$ cat src/rtl/usb_hs_pkg.sv
`timescale 1ns/1ps
package usb_hs_pkg;

    typedef enum logic [1:0] {
        TK_SETUP = 2'd0,
        TK_OUT   = 2'd1,
        TK_PING  = 2'd2,
        TK_RSVD  = 2'd3
    } tok_kind_e;

    typedef enum logic [2:0] {
        HS_NONE  = 3'd0,
        HS_ACK   = 3'd1,
        HS_NAK   = 3'd2,
        HS_NYET  = 3'd3,
        HS_STALL = 3'd4
    } hs_code_e;

    localparam int CTRL_BITS = 3;

    localparam logic [1:0] CSR_CTRL = 2'd0;
    localparam logic [1:0] CSR_CLR  = 2'd1;
    localparam logic [1:0] CSR_STAT = 2'd2;

    // control word written by firmware
    typedef struct packed {
        logic stall_req;
        logic nyet_off;
        logic irq_en;
    } ep_ctrl_t;

    // event flags raised by the responder
    typedef struct packed {
        logic stall_sent;
        logic setup_rcvd;
    } ep_flags_t;

    typedef struct packed {
        hs_code_e code;
        logic     write;
        logic     set_setup;
        logic     set_stall;
        logic     clr_stall;
    } verdict_t;

    // handshake decision for one token on one endpoint
    function automatic verdict_t judge(
        input tok_kind_e kind,
        input logic      crc_ok,
        input logic      hs,
        input logic      room1,
        input logic      room2,
        input ep_ctrl_t  c,
        input ep_flags_t f
    );
        verdict_t v;
        v      = '0;
        v.code = HS_NONE;
        case (kind)
            TK_SETUP: begin
                if (crc_ok && !f.setup_rcvd) begin
                    v.code      = HS_ACK;
                    v.write     = 1'b1;
                    v.set_setup = 1'b1;
                    v.clr_stall = 1'b1;
                end
            end
            TK_OUT: begin
                if (crc_ok) begin
                    if (c.stall_req) begin
                        v.code      = HS_STALL;
                        v.set_stall = 1'b1;
                    end else if (f.setup_rcvd || !room1) begin
                        v.code = HS_NAK;
                    end else begin
                        v.write = 1'b1;
                        v.code  = (hs && !c.nyet_off && !room2) ? HS_NYET : HS_ACK;
                    end
                end
            end
            TK_PING: begin
                if (hs) begin
                    if (c.stall_req) begin
                        v.code      = HS_STALL;
                        v.set_stall = 1'b1;
                    end else if (f.setup_rcvd || !room1) begin
                        v.code = HS_NAK;
                    end else begin
                        v.code = HS_ACK;
                    end
                end
            end
            default: ;
        endcase
        return v;
    endfunction

endpackage

$ cat src/rtl/ep_decide.sv
`timescale 1ns/1ps
module ep_decide
    import usb_hs_pkg::*;
#(
    parameter int NUM_EP = 4,
    parameter int EPW    = 2
) (
    input  logic              tok_valid,
    input  logic [1:0]        tok_kind,
    input  logic [EPW-1:0]    tok_ep,
    input  logic              tok_crc_ok,
    input  logic              hs_mode,
    input  logic [NUM_EP-1:0] room_one,
    input  logic [NUM_EP-1:0] room_two,
    input  ep_ctrl_t          ctrl_all  [NUM_EP],
    input  ep_flags_t         flags_all [NUM_EP],
    output verdict_t          verdict,
    output logic [NUM_EP-1:0] ep_sel
);

    for (genvar i = 0; i < NUM_EP; i++) begin : g_sel
        assign ep_sel[i] = tok_valid && (tok_ep == EPW'(i));
    end

    always_comb begin
        verdict      = '0;
        verdict.code = HS_NONE;
        if (tok_valid) begin
            verdict = judge(tok_kind_e'(tok_kind), tok_crc_ok, hs_mode,
                            room_one[tok_ep], room_two[tok_ep],
                            ctrl_all[tok_ep], flags_all[tok_ep]);
        end
    end

endmodule

$ cat src/rtl/ep_state.sv
`timescale 1ns/1ps
module ep_state
    import usb_hs_pkg::*;
#(
    parameter int LEN_W = 11
) (
    input  logic                 clk,
    input  logic                 rst,
    input  logic                 sel,
    input  verdict_t             verdict,
    input  logic [LEN_W-1:0]     tok_len,
    input  logic                 csr_hit,
    input  logic [1:0]           csr_addr,
    input  logic [CTRL_BITS-1:0] csr_wdata,
    output ep_ctrl_t             ctrl_q,
    output ep_flags_t            flags_q,
    output logic [LEN_W-1:0]     count_q
);

    logic      clr_setup;
    logic      clr_stall_fw;
    ep_flags_t flags_n;

    assign clr_setup    = csr_hit && (csr_addr == CSR_CLR) && csr_wdata[0];
    assign clr_stall_fw = csr_hit && (csr_addr == CSR_CLR) && csr_wdata[1];

    // clears first, events last: a same-cycle event wins
    always_comb begin
        flags_n = flags_q;
        if (clr_setup)    flags_n.setup_rcvd = 1'b0;
        if (clr_stall_fw) flags_n.stall_sent = 1'b0;
        if (sel && verdict.clr_stall) flags_n.stall_sent = 1'b0;
        if (sel && verdict.set_stall) flags_n.stall_sent = 1'b1;
        if (sel && verdict.set_setup) flags_n.setup_rcvd = 1'b1;
    end

    always_ff @(posedge clk) begin
        if (rst) begin
            ctrl_q  <= '0;
            flags_q <= '0;
            count_q <= '0;
        end else begin
            if (csr_hit && (csr_addr == CSR_CTRL)) ctrl_q <= ep_ctrl_t'(csr_wdata);
            flags_q <= flags_n;
            if (sel && verdict.write) count_q <= tok_len;
        end
    end

    AST_STALL_MARKED: assert property (@(posedge clk) disable iff (rst)
        (sel && verdict.set_stall) |=> flags_q.stall_sent);

    AST_SETUP_HELD: assert property (@(posedge clk) disable iff (rst)
        (flags_q.setup_rcvd && !clr_setup) |=> flags_q.setup_rcvd);

    AST_SETUP_WINS: assert property (@(posedge clk) disable iff (rst)
        (sel && verdict.set_setup && clr_setup) |=> flags_q.setup_rcvd);

    AST_COUNT_KEPT: assert property (@(posedge clk) disable iff (rst)
        !(sel && verdict.write) |=> $stable(count_q));

endmodule

$ cat src/rtl/usb_ep_handshake.sv
`timescale 1ns/1ps
module usb_ep_handshake
    import usb_hs_pkg::*;
#(
    parameter  int NUM_EP = 4,
    parameter  int LEN_W  = 11,
    localparam int EPW    = (NUM_EP > 1) ? $clog2(NUM_EP) : 1,
    localparam int CSR_W  = LEN_W + 2
) (
    input  logic                 clk,
    input  logic                 rst,
    input  logic                 tok_valid,
    input  logic [1:0]           tok_kind,
    input  logic [EPW-1:0]       tok_ep,
    input  logic                 tok_crc_ok,
    input  logic [LEN_W-1:0]     tok_len,
    input  logic                 hs_mode,
    input  logic [NUM_EP-1:0]    room_one,
    input  logic [NUM_EP-1:0]    room_two,
    input  logic                 csr_we,
    input  logic [EPW-1:0]       csr_ep,
    input  logic [1:0]           csr_addr,
    input  logic [CTRL_BITS-1:0] csr_wdata,
    output logic [CSR_W-1:0]     csr_rdata,
    output logic [2:0]           hs_code,
    output logic                 buf_we,
    output logic [EPW-1:0]       buf_ep,
    output logic                 irq
);

    ep_ctrl_t          ctrl_all  [NUM_EP];
    ep_flags_t         flags_all [NUM_EP];
    logic [LEN_W-1:0]  count_all [NUM_EP];
    verdict_t          verdict;
    logic [NUM_EP-1:0] ep_sel;

    hs_code_e          hs_q;
    logic              we_q;
    logic [EPW-1:0]    ep_q;

    ep_decide #(.NUM_EP(NUM_EP), .EPW(EPW)) u_decide (
        .tok_valid  (tok_valid),
        .tok_kind   (tok_kind),
        .tok_ep     (tok_ep),
        .tok_crc_ok (tok_crc_ok),
        .hs_mode    (hs_mode),
        .room_one   (room_one),
        .room_two   (room_two),
        .ctrl_all   (ctrl_all),
        .flags_all  (flags_all),
        .verdict    (verdict),
        .ep_sel     (ep_sel)
    );

    for (genvar i = 0; i < NUM_EP; i++) begin : g_ep
        ep_state #(.LEN_W(LEN_W)) u_state (
            .clk       (clk),
            .rst       (rst),
            .sel       (ep_sel[i]),
            .verdict   (verdict),
            .tok_len   (tok_len),
            .csr_hit   (csr_we && (csr_ep == EPW'(i))),
            .csr_addr  (csr_addr),
            .csr_wdata (csr_wdata),
            .ctrl_q    (ctrl_all[i]),
            .flags_q   (flags_all[i]),
            .count_q   (count_all[i])
        );
    end

    always_ff @(posedge clk) begin
        if (rst) begin
            hs_q <= HS_NONE;
            we_q <= 1'b0;
            ep_q <= '0;
        end else begin
            hs_q <= verdict.code;
            we_q <= verdict.write;
            ep_q <= tok_ep;
        end
    end

    assign hs_code = hs_q;
    assign buf_we  = we_q;
    assign buf_ep  = ep_q;

    always_comb begin
        irq = 1'b0;
        for (int i = 0; i < NUM_EP; i++) begin
            irq = irq | (ctrl_all[i].irq_en & flags_all[i].setup_rcvd);
        end
    end

    always_comb begin
        csr_rdata = '0;
        case (csr_addr)
            CSR_CTRL: csr_rdata[CTRL_BITS-1:0] = ctrl_all[csr_ep];
            CSR_STAT: csr_rdata = {count_all[csr_ep], flags_all[csr_ep]};
            default:  csr_rdata = '0;
        endcase
    end

    AST_FS_NO_NYET: assert property (@(posedge clk) disable iff (rst)
        (hs_q == HS_NYET) |-> $past(hs_mode));

    AST_NYET_SUPPRESSED: assert property (@(posedge clk) disable iff (rst)
        (tok_valid && ctrl_all[tok_ep].nyet_off) |=> (hs_q != HS_NYET));

    AST_BAD_CRC_QUIET: assert property (@(posedge clk) disable iff (rst)
        (tok_valid && (tok_kind != TK_PING) && !tok_crc_ok) |=> (!we_q && hs_q == HS_NONE));

    AST_FULL_NO_WRITE: assert property (@(posedge clk) disable iff (rst)
        (tok_valid && tok_kind == TK_OUT && !room_one[tok_ep]) |=> !we_q);

    AST_LOCKED_NO_WRITE: assert property (@(posedge clk) disable iff (rst)
        (tok_valid && flags_all[tok_ep].setup_rcvd) |=> !we_q);

endmodule

$ cat config.mk
export PLATFORM = sky130hd
export DESIGN_NAME = usb_ep_handshake
export DESIGN_NICKNAME = d
export VERILOG_FILES = /design/src/rtl/usb_hs_pkg.sv /design/src/rtl/ep_decide.sv /design/src/rtl/ep_state.sv /design/src/rtl/usb_ep_handshake.sv
export SDC_FILE = /design/constraint.sdc
export NUM_CORES = 1
export LEC_CHECK = 0
export ABC_AREA = 0
export BUFFER_PORTS_ARGS = -buffer_cell sky130_fd_sc_hd__buf_2
export CAP_MARGIN = 15
export CELL_PAD_IN_SITES_DETAIL_PLACEMENT = 0
export CELL_PAD_IN_SITES_GLOBAL_PLACEMENT = 1
export CORE_UTILIZATION = 43
export CTS_CLUSTER_DIAMETER = 150
export DETAILED_ROUTE_END_ITERATION = 12
export PLACE_DENSITY_LB_ADDON = 0.1
export SLEW_MARGIN = 20
export SYNTH_ARGS = -nofsm -noshare
export SYNTH_HDL_FRONTEND = slang
export SYNTH_HIERARCHICAL = 1
export SYNTH_SLANG_ARGS = --single-unit
$ cat constraint.sdc
create_clock -name clk -period 2.6 [get_ports clk]
set_clock_uncertainty 0.1 [all_clocks]
set_input_delay 0.26 -clock clk [delete_from_list [all_inputs] [get_ports clk]]
set_output_delay 0.26 -clock clk [all_outputs]
set_load 0.02 [all_outputs]
# Word-level counts from Yosys, hierarchy flattened
# Index checks and enable logic that the tools add are counted.
[word_totals] regBits=70 input_bits=36 out_inout_bits=20 elab_cells=172
[op_classes] n_lt_le_gt_ge=3 eq_ne=10 mux=61 bitwise=10 reduce_logical=61
[op_table] op="$logic_and A1 B1 Y1" count=43
[op_table] op="$mux W1" count=32
[op_table] op="$mux W3" count=9
[op_table] op="$bmux W11 S2" count=1
[op_table] op="$mux W11" count=2
[op_table] op="$bmux W3 S2" count=2
[op_table] op="$eq A2 B2 Y1 const B" count=6
[op_table] op="$reduce_bool A3 Y1" count=4
[op_table] op="$mux W10" count=1
[op_table] op="$pmux W3 S3" count=1
[op_table] op="$bmux W2 S2" count=2
[op_table] op="$eq A2 B1 Y1 const B" count=4
[op_table] op="$logic_not A2 Y1" count=4
[op_table] op="$mux W2" count=4
[op_table] op="$mux W4" count=2
[op_table] op="$reduce_bool A2 Y1" count=4
[op_table] op="$ge A3 B3 Y1 const B" count=2
[op_table] op="$not A2 Y3" count=2
[op_table] op="$pmux W3 S2" count=1
[op_table] op="$and A1 B1 Y1" count=4
[op_table] op="$bmux W1 S2" count=2
[op_table] op="$logic_not A1 Y1" count=4
[op_table] op="$pmux W1 S2" count=2
[op_table] op="$lt A2 B3 Y1 const B" count=1
[op_table] op="4 further kinds" count=6

# Logic depth before layout (Yosys ltp)
[depth] depth_word=16 mapped_depth=8 ltp_nobuf=7

# Cells and area by module
# Netlist, hierarchy kept.
[modules_own_cells] module="ep_state" n_inst=4 cells_each=74 area_per_inst_um2=779.5 seq_area_each_um2=320.3
[modules_own_cells] module="usb_ep_handshake" n_inst=1 cells_each=67 area_per_inst_um2=767.0 seq_area_each_um2=120.1
[modules_own_cells] module="ep_decide" n_inst=1 cells_each=43 area_per_inst_um2=349.1 seq_area_each_um2=0.0

# Worst setup path before layout
# No wires, ideal clock.
[synth_path] path_type="input to register" from="input port tok_ep[1]" to="register g_ep[0].u_state.count_q[0]" arrival_time_ns=1.923 slack_ns=0.453 stages=7 path_cell_list="clkbuf_1 > mux4_2 > nor4b_1 > o21a_1 > buf_4 > a21bo_2 > a21oi_2"
[synth_lines] element="start, declared" line="usb_ep_handshake.sv:14" source="input logic [EPW-1:0] tok_ep,"
[synth_lines] element="end signal, assigned" line="ep_state.sv:45" source="if (sel && verdict.write) count_q <= tok_len;"
[synth_lines] element="end, declared" line="ep_state.sv:17" source="output logic [LEN_W-1:0] count_q"

==> metrics <==
Fin Setup TNS=0 ps; Final nets=483; peak supply drop=0.285 mV; status=finished, final reports clean; sw frac=27.9%; post-DP HPWL=6450 um; Critical Path Start=g_ep[0].u_state/flags_q[0]$_SDFFE_PP0P_; Clock Pin Slew Worst Setup and Hold Paths=90 ps; commonest non-fill, non-tap cell in the layout=dfxtp_1; layout cell share with drive strength beyond 1=32.8%; WL per Instance=17.4 um; Crit Path Max Fanout=89; CP max stage cell=mux4_2; Top delay family on crit path=multiplexers; IO Pins=56; Hold Buf Count CTS=0; drt total wl=10000 um; Clock Sinks=70; ys flop type=dfxtp_1; Final GP Congestion=0.727; CTS Buffer Depth=2; Post-DRT Antenna Nets=0; RSZ-0062 raised after global routing=false; CTS tree=done; Post-CTS Setup Inserts=0; fillers=944; Starting Density=45.2%; FF-to-FF Start=g_ep[0].u_state/flags_q[0]$_SDFFE_PP0P_; Pleak=1.78 nW; Num CTS Buffers=9; CP Depth=6; Antenna Cells=0; Slew @ Worst Pin=591 ps; Crit path required time=2750 ps; number of cells after detailed placement=561; Logic pwr share=11.0%; final setup vio count=0; Mapped Area=0.00423 mm2; DRC viols=0; net switching power figure=0.625 mW; Die Area=0.0102 mm2; Skew-Pair Late Insertion Delay=350 ps; grt total ovfl=0; Final min period=2230 ps; r2r worst-path depth=6; Startpoint Class=flip-flop; drt first-iter violations=119; Post-synth EDFFs=0; Final Max Tran Viols=0; root buffer cell=clkbuf_8; Avg Cell Area, Syn=10.4 um2; vias per cell=5.54; Pwr per Cell Area=483 mW/mm2; Area contributors post-synth=dfxtp_1, a21bo_1, a21oi_2; buffers plus inverters on the worst setup path=1; CP Cell Sequence=mux4_2 > nor4b_1 > o21a_2 > buf_12 > a21bo_2 > a21oi_2; die height=101 um; DR pass1 iterations=5; Die Wd=101 um; FF+latch area=0.00140 mm2; core outline area=0.00937 mm2; slowest stage delay, CP=530 ps; part of the power in registers=48.5%; YS warnings=6; Internal=1.61 mW; Crit Path Category=flip-flop to flip-flop; min-delay src=tok_len[8]; Maximum Capacitance Violations=0; Final Non-Filler Cells=577; antenna violations before repair=0; Clk pwr share=40.5%; synthesis-stage register bit count=70; Slew HR=60.6%; Synth cell types=46; leading area contributor after synthesis=dfxtp_1; Async SR Flop Fraction=0%; WHS=80.7 ps; register area share after synthesis=33.1%; final clock period utilization by the worst path=85.8%; CTS resizes=0; PortBufs=55; Crit path arrival time=2380 ps; crit end category=flip-flop; Fin. Hold Viols=0; gate count after technology mapping=406; Area Overhead vs Synth=9.46%; worst hold path class=input pin to flip-flop; Cells on Worst Hold Path=3; area of the multi-input gates=0.00250 mm2; top-area cell type share of the netlist area=33.1%; Max Fclk=449 MHz; first-pass GRT wire length=16400 um; commonest cells after routing, fill and taps aside=dfxtp_1, buf_2, nand3_1, a21oi_2, a21bo_1; syn nets=446; H-tree Lvls=3; # rows=35; largest net degree at the start of global routing=90; vias=3198; vias in the first global route=3171; final core occ=49.5%; Total GRT Usage=21.2%
flip-flops by register name, summed over array words and instances (netlist names):
register and count:
g_ep.u_state/ctrl_q 12, hs_code 3, g_ep.u_state/flags_q 8, buf_we 1, buf_ep 2, g_ep.u_state/count_q 44
worst paths after layout:
kind                                              to  slack, ps
max          g_ep[1].u_state/count_q[0]$_SDFFE_PP0P_        370
min          g_ep[2].u_state/count_q[8]$_SDFFE_PP0P_         80
max reg2reg  g_ep[1].u_state/count_q[0]$_SDFFE_PP0P_        370
min reg2reg   g_ep[2].u_state/ctrl_q[0]$_SDFFE_PP0P_        400
layer usage:
metal	vias to the layer above	wire length (um)	global-route usage [%]
met3	12	353	5.59
met1	1554	4720	26.8
met2	63	4840	35.2
met5	-	0	0
met4	0	116	6.58
li1	1569	-	-
kinds of logic after synthesis:
group	count (synthesis)	share of synthesized area (%)
and+or+nand+nor	145	21.6
DFF	70	33.1
buffers and inverters	44	7.92
AOI/OAI and AO/OA	112	23.2
muxes	31	12.9
adders and majority gates	4	1.18
synthesized netlist by cell type (2+ instances only):
cell	count
a211oi_1	3
a21bo_1	32
a21bo_2	12
a21oi_1	9
a21oi_2	36
a22oi_1	2
a32o_1	4
a41o_1	4
and3b_1	4
buf_2	10
buf_4	13
buf_6	7
buf_8	5
dfxtp_1	70
ha_1	4
inv_1	8
mux2_2	3
mux2i_1	12
mux4_1	9
mux4_2	7
nand2_1	11
nand2b_1	27
nand3_1	44
nand4b_1	8
nor2_1	5
nor2b_1	23
nor3_1	6
nor3b_1	3
nor3b_4	4
o21ai_0	3
o22ai_1	3
layout make-up:
class | instances | area share, %
Multi-Input combinational cell | 292 | 54.0
Sequential cell | 70 | 30.2
Clock buffer | 9 | 2.67
Clock inverter | 7 | 1.59
Inverter | 8 | 0.648
Tap cell | 129 | 3.48
Timing Repair Buffer | 62 | 7.34
power by group through the flow:
stage / clock, mW / sequential, mW / combinational [mW]
after floorplan: 0 / 1.11 / 0.170
after global placement: 0 / 1.11 / 0.244
after detailed placement: 0 / 1.11 / 0.248
after CTS: 0.939 / 1.09 / 0.249
after global routing: 0.978 / 1.09 / 0.269
final: 0.908 / 1.09 / 0.246
through the flow:
stage / area, um2 / total power [mW] / setup WS (ps)
detailed placement: 4440 / 1.36 / 166
finish: 4630 / 2.24 / 370
global placement: 4440 / 1.36 / 192
CTS: 4630 / 2.27 / 363
floorplan: 4230 / 1.28 / 453
global route: 4630 / 2.33 / 248
tightest hold or removal path, cell delays in order:
cell	delay [ps]
buf_2	120
nand3_1	60
a21oi_1	50
Note: power is estimated with default switching activity, not from simulation.
